## src/rtl/hbsa_pkg.sv

```systemverilog
package hbsa_pkg;

    typedef enum logic [1:0] {
        ACC_WORD = 2'b00,
        ACC_LOW  = 2'b01,
        ACC_HIGH = 2'b10,
        ACC_RSVD = 2'b11
    } acc_e;

    typedef enum logic {
        PORT_CMD  = 1'b0,
        PORT_DATA = 1'b1
    } port_e;

    // Lane routing for one access
    typedef struct packed {
        logic valid;     // access moves data at all
        logic word;      // both lanes
        logic swap;      // bytes exchanged between host and internal
        logic int_lane;  // internal target byte for a byte access
        logic host_lane; // host lane carrying that byte
    } route_t;

endpackage

```

## src/rtl/hbsa_route_decode.sv

```systemverilog
module hbsa_route_decode
    import hbsa_pkg::*;
(
    input  logic   big_endian,
    input  logic   bus8,
    input  logic   port,
    input  logic [1:0] acc,
    output route_t route
);
    logic is_hi;
    logic is_byte;
    logic swap_now;

    always_comb begin
        is_hi   = (acc == ACC_HIGH);
        is_byte = (acc == ACC_LOW) || (acc == ACC_HIGH);
        // command port keeps register values; data port keeps byte streams
        if (port == PORT_DATA) swap_now = big_endian & ~bus8;
        else                   swap_now = big_endian & bus8;

        route.swap  = swap_now;
        route.word  = (acc == ACC_WORD);
        route.valid = is_byte || ((acc == ACC_WORD) && !bus8);
        if (bus8) begin
            route.int_lane  = is_hi ^ swap_now;
            route.host_lane = 1'b0;
        end else begin
            route.int_lane  = is_hi ^ big_endian;
            route.host_lane = (is_hi ^ big_endian) ^ swap_now;
        end
    end
endmodule

```

## src/rtl/hbsa_wr_stage.sv

```systemverilog
module hbsa_wr_stage
    import hbsa_pkg::*;
#(
    parameter int BYTE_W = 8
) (
    input  logic                clk,
    input  logic                rst_n,
    input  logic                stb,
    input  logic                port,
    input  route_t              route,
    input  logic [2*BYTE_W-1:0] hdata,
    output logic                we,
    output logic                we_port,
    output logic [2*BYTE_W-1:0] wdata,
    output logic [1:0]          wbe
);
    localparam int LANES = 2;
    localparam int DW    = LANES * BYTE_W;

    logic [LANES-1:0][BYTE_W-1:0] h_lane;
    logic [LANES-1:0][BYTE_W-1:0] nxt_lane;
    logic [LANES-1:0]             nxt_be;
    logic                         take;

    assign h_lane = hdata;
    assign take   = stb & route.valid;

    for (genvar l = 0; l < LANES; l++) begin : g_lane
        always_comb begin
            nxt_lane[l] = '0;
            nxt_be[l]   = 1'b0;
            if (take) begin
                if (route.word) begin
                    nxt_be[l]   = 1'b1;
                    nxt_lane[l] = route.swap ? h_lane[LANES-1-l] : h_lane[l];
                end else if (route.int_lane == l[0]) begin
                    nxt_be[l]   = 1'b1;
                    nxt_lane[l] = h_lane[route.host_lane];
                end
            end
        end
    end

    always_ff @(posedge clk or negedge rst_n) begin
        if (!rst_n) begin
            we      <= 1'b0;
            we_port <= 1'b0;
            wdata   <= '0;
            wbe     <= '0;
        end else begin
            we      <= take;
            we_port <= port;
            wdata   <= DW'(nxt_lane);
            wbe     <= nxt_be;
        end
    end
endmodule

```

## src/rtl/hbsa_rd_mux.sv

```systemverilog
module hbsa_rd_mux
    import hbsa_pkg::*;
#(
    parameter int BYTE_W = 8
) (
    input  route_t              route,
    input  logic                full_word,
    input  logic [2*BYTE_W-1:0] rdata,
    output logic [2*BYTE_W-1:0] hdata,
    output logic [1:0]          lane_en
);
    localparam int LANES = 2;
    localparam logic [BYTE_W-1:0] PULL = '1;

    logic [LANES-1:0][BYTE_W-1:0] r_lane;
    logic [LANES-1:0][BYTE_W-1:0] o_lane;

    assign r_lane = rdata;
    assign hdata  = o_lane;

    for (genvar l = 0; l < LANES; l++) begin : g_lane
        always_comb begin
            o_lane[l]  = PULL;
            lane_en[l] = 1'b0;
            if (route.valid) begin
                if (route.word || full_word) begin
                    lane_en[l] = 1'b1;
                    o_lane[l]  = route.swap ? r_lane[LANES-1-l] : r_lane[l];
                end else if (route.host_lane == l[0]) begin
                    lane_en[l] = 1'b1;
                    o_lane[l]  = r_lane[route.int_lane];
                end
            end
        end
    end
endmodule

```

## src/rtl/host_endian_adapter.sv

```systemverilog
module host_endian_adapter
    import hbsa_pkg::*;
#(
    parameter int BYTE_W = 8
) (
    input  logic                clk,
    input  logic                rst_n,
    input  logic                cfg_big_endian,
    input  logic                cfg_bus8,
    input  logic                cfg_data_wide,
    input  logic                wr_stb,
    input  logic                wr_port,
    input  logic [1:0]          wr_acc,
    input  logic [2*BYTE_W-1:0] wr_hdata,
    output logic                int_we,
    output logic                int_port,
    output logic [2*BYTE_W-1:0] int_wdata,
    output logic [1:0]          int_wbe,
    input  logic                rd_port,
    input  logic [1:0]          rd_acc,
    input  logic [2*BYTE_W-1:0] int_rdata,
    output logic [2*BYTE_W-1:0] rd_hdata,
    output logic [1:0]          rd_lane_en
);
    route_t wr_route;
    route_t rd_route;
    logic   rd_full;

    hbsa_route_decode u_wr_dec (
        .big_endian (cfg_big_endian),
        .bus8       (cfg_bus8),
        .port       (wr_port),
        .acc        (wr_acc),
        .route      (wr_route)
    );

    hbsa_route_decode u_rd_dec (
        .big_endian (cfg_big_endian),
        .bus8       (cfg_bus8),
        .port       (rd_port),
        .acc        (rd_acc),
        .route      (rd_route)
    );

    hbsa_wr_stage #(.BYTE_W(BYTE_W)) u_wr (
        .clk     (clk),
        .rst_n   (rst_n),
        .stb     (wr_stb),
        .port    (wr_port),
        .route   (wr_route),
        .hdata   (wr_hdata),
        .we      (int_we),
        .we_port (int_port),
        .wdata   (int_wdata),
        .wbe     (int_wbe)
    );

    // whole-word variant for data-port byte reads on the wide bus
    assign rd_full = cfg_data_wide & (rd_port == PORT_DATA) & ~cfg_bus8;

    hbsa_rd_mux #(.BYTE_W(BYTE_W)) u_rd (
        .route     (rd_route),
        .full_word (rd_full),
        .rdata     (int_rdata),
        .hdata     (rd_hdata),
        .lane_en   (rd_lane_en)
    );
endmodule

```

## config.mk

```make
export PLATFORM = sky130hd
export DESIGN_NAME = host_endian_adapter
export DESIGN_NICKNAME = d
export VERILOG_FILES = /design/src/rtl/hbsa_pkg.sv /design/src/rtl/hbsa_route_decode.sv /design/src/rtl/hbsa_wr_stage.sv /design/src/rtl/hbsa_rd_mux.sv /design/src/rtl/host_endian_adapter.sv
export SDC_FILE = /design/constraint.sdc
export NUM_CORES = 1
export LEC_CHECK = 0
export BUFFER_PORTS_ARGS = -buffer_cell sky130_fd_sc_hd__buf_2
export CAP_MARGIN = 15
export CORE_MARGIN = 2
export CORE_UTILIZATION = 48
export CTS_CLUSTER_DIAMETER = 50
export DETAILED_ROUTE_END_ITERATION = 8
export PLACE_DENSITY_LB_ADDON = 0.12
export SYNTH_ARGS = -nofsm -noshare
export SYNTH_HDL_FRONTEND = slang
export SYNTH_SLANG_ARGS = --single-unit
```

## constraint.sdc

```tcl
create_clock -name clk -period 1.75 [get_ports clk]
set_input_delay 0.0875 -clock clk [delete_from_list [all_inputs] [get_ports clk]]
set_output_delay 0.0875 -clock clk [all_outputs]
set_load 0.02 [all_outputs]
```

==> results.toml <==
[finish]
final_common_cell = "buf_2"
postLayoutCoreUtil_pct = 63.73
antenna_cells = 0
drive_above_1_share_pct = 36.42
nFillCells = 360
area.growth.synth_to_final_pct = 30.31
stdcell_area_um2 = 2512
final_cell_mix = "buf_2 (81), nand2_1 (36), mux2i_1 (35)"
num-nets-final = 362
multi_input_area_um2 = 1316
ff_latch_area_um2 = 500.5

[placement]
hpwl_um = 3962
io_buffers = 81
postPlaceCellArea_um2 = 2434
gp_congestion = 0.8126

[routing]
vias = 2077
drtIter0Drc = 182
drtPass1Iterations = 4
drc = 0
ant_nets = 0
vias_per_cell = 5.722
wirelength_um = 5310
wl_per_cell_um = 14.63

[synthesis]
synth_seq_area_share_pct = 25.96
synth_edf_count = 0
yosysWarnings = 0
synth_top_area_share_pct = 25.96
synthTopCellsByArea = "dfrtp_1 (26%), mux2i_1 (19%), a21oi_1 (8.8%), o2bb2ai_1 (7.3%), nand2_1 (7.0%)"
synth_flop_cell = "dfrtp_1"
syn_nets = 276
synthArstFlopShare_pct = 100.0
yosysTopAreaCell = "dfrtp_1"
synthCells = 228
synthDistinctLibCells = 29
synth.avg_cell_area_um2 = 8.457
ys_ff_latch = 20
syn_area_um2 = 1928

[power_and_ir_drop]
ir_drop_uv = 578.4
powerDensity_nw_per_um2 = 621.7
total_power_uw = 1562
leakage_uw = 0.001312

[critical_path]
required_ns = 1.66
worstPathArrival_ns = 1.54
critical_path_peak_fanout = 11
path_cells = "buf_2 -> buf_4 -> mux2i_1 -> mux2i_2 -> nor4_4 -> buf_4 -> a22oi_1 -> buf_2"
slowest_delay_ns = 0.28
end_kind = "primary output"
critPathKind = "input port to primary output"
cpMaxStageDelayCell = "nor4_4"
crit_path_start_kind = "input port"

[floorplanning]
start_util_pct = 48.91
die_area_um2 = 4540
die_h_um = 67.38
core_area_um2 = 3943
dieWidth_um = 67.38
io_pins = 82
rows = 23

[sta]
relSlewSlack_pct = 67.08
achievable-frequency_ghz = 0.6152
rsz0062_at_grt = "no"
hold_violations = 0
setup_viol = 0
drv_slew = 0
period_minus_slack_ns = 1.626
min_period_over_period_pct = 92.89
worstMarginPinSlew_ns = 0.4834
fin_setup_tns_ns = 0

[global_routing]
grt_usage_pct = 23.81
grt_pass1_wl_um = 8411
overflow = 0
grt_max_degree = 21
antenna_found_initial = 0
grt_pass1_vias = 1863

[clocking]
clk_pin_slew_worst_paths_ns = 0.07
clock_path_buffers = 2
cts.sinks = 20
tritoncts = "built"
cts_max_level = 1
cts_buffers = 3
clk_root_buffer_cell = "clkbuf_8"

[min_path]
worstHoldPathCells = 1
min_to = "u_wr.we_port"
hp-start = "wr_port"
hold_class = "input port to flop"

[run]
maxCapViolCount = 0

[run_status]
status = "finished clean"
-- final cells by class --
cell class / instances / share of cell area [%]
Inverter: 6 / 0.8964
Sequential cell: 20 / 19.92
Timing Repair Buffer: 99 / 22.11
Tap cell: 50 / 2.490
Clock buffer: 4 / 2.191
Multi-Input combinational cell: 184 / 52.39
-- sequential cells by signal, summed over array words and instances (netlist names) --
register and cells:
u_wr.wbe 2, u_wr.we_port 1, u_wr.we 1, u_wr.wdata 16
-- per-stage QoR --
stage	setup WS, ns	std cells	hold slack, ns
after floorplan	0.2551	228	-0.2081
after global placement	0.1611	357	0.05803
after detailed placement	0.08455	357	0.06416
after CTS	0.07606	362	0.004118
after global routing	0.06127	363	0.001780
final	0.1244	363	0.008924
-- routing by layer --
layer	vias up	track usage, %	routed length, µm
met4	0	3.316	12
met3	2	4.167	383
met5	-	0	0
met2	83	40.22	2521
met1	976	32.54	2392
li1	1016	-	-
-- what timing repair did --
action,in CTS,in global routing
hold endpoints to repair,20,0
endpoints found under the setup margin,0,7
resized for setup,0,2
buffers inserted,0,1
hold buffers,1,0
-- kinds of logic (layout without fill, tap and decap cells) --
kind of cell | after synthesis | after routing | share of synthesized area (%)
flops | 20 | 20 | 25.96
mux | 37 | 37 | 19.86
compound gates | 87 | 87 | 30.43
simple gates | 53 | 53 | 12.72
xor+xnor | 3 | 3 | 2.336
buf+inv | 24 | 109 | 6.100
fa+ha+maj | 4 | 4 | 2.596
-- report_power, final --
part | total (µW) | switching [µW] | internal [µW] | leakage, µW
logic | 713 | 422 | 290 | 0.00101
registers | 496 | 6.48 | 490 | 0.000269
clock network | 353 | 153 | 200 | 0.0000288
total | 1560 | 581 | 981 | 0.00131
-- critical path, delay by kind of cell --
kind,cells,cell delay (ns)
muxes,2,0.38
AOI/OAI and AO/OA,1,0.11
buffers and inverters,4,0.68
and+or+nand+nor,1,0.28
-- cells in the mapped netlist (2+ instances only) --
cell type,count
mux2i_1,36
nand2_1,36
a21oi_1,34
dfrtp_1,20
a22oi_1,16
o22ai_1,16
o2bb2ai_1,16
buf_2,7
clkbuf_1,6
inv_1,6
buf_4,5
nor2_1,5
ha_1,4
nor2b_1,4
nand2b_1,2
xor2_1,2
-- how the worst max path moves through the flow --
stage                               from      endpoint  slack (ns)
after detailed placement       rd_acc[0]  rd_hdata[13]        0.08
after global placement         rd_acc[0]  rd_hdata[15]        0.16
after floorplan                rd_acc[0]   rd_hdata[4]        0.26
final                     cfg_big_endian  rd_hdata[13]        0.12
after global routing      cfg_big_endian  rd_hdata[10]        0.06
after CTS                      rd_acc[0]  rd_hdata[13]        0.08
No activity file was read; power rests on OpenSTA's default activity.
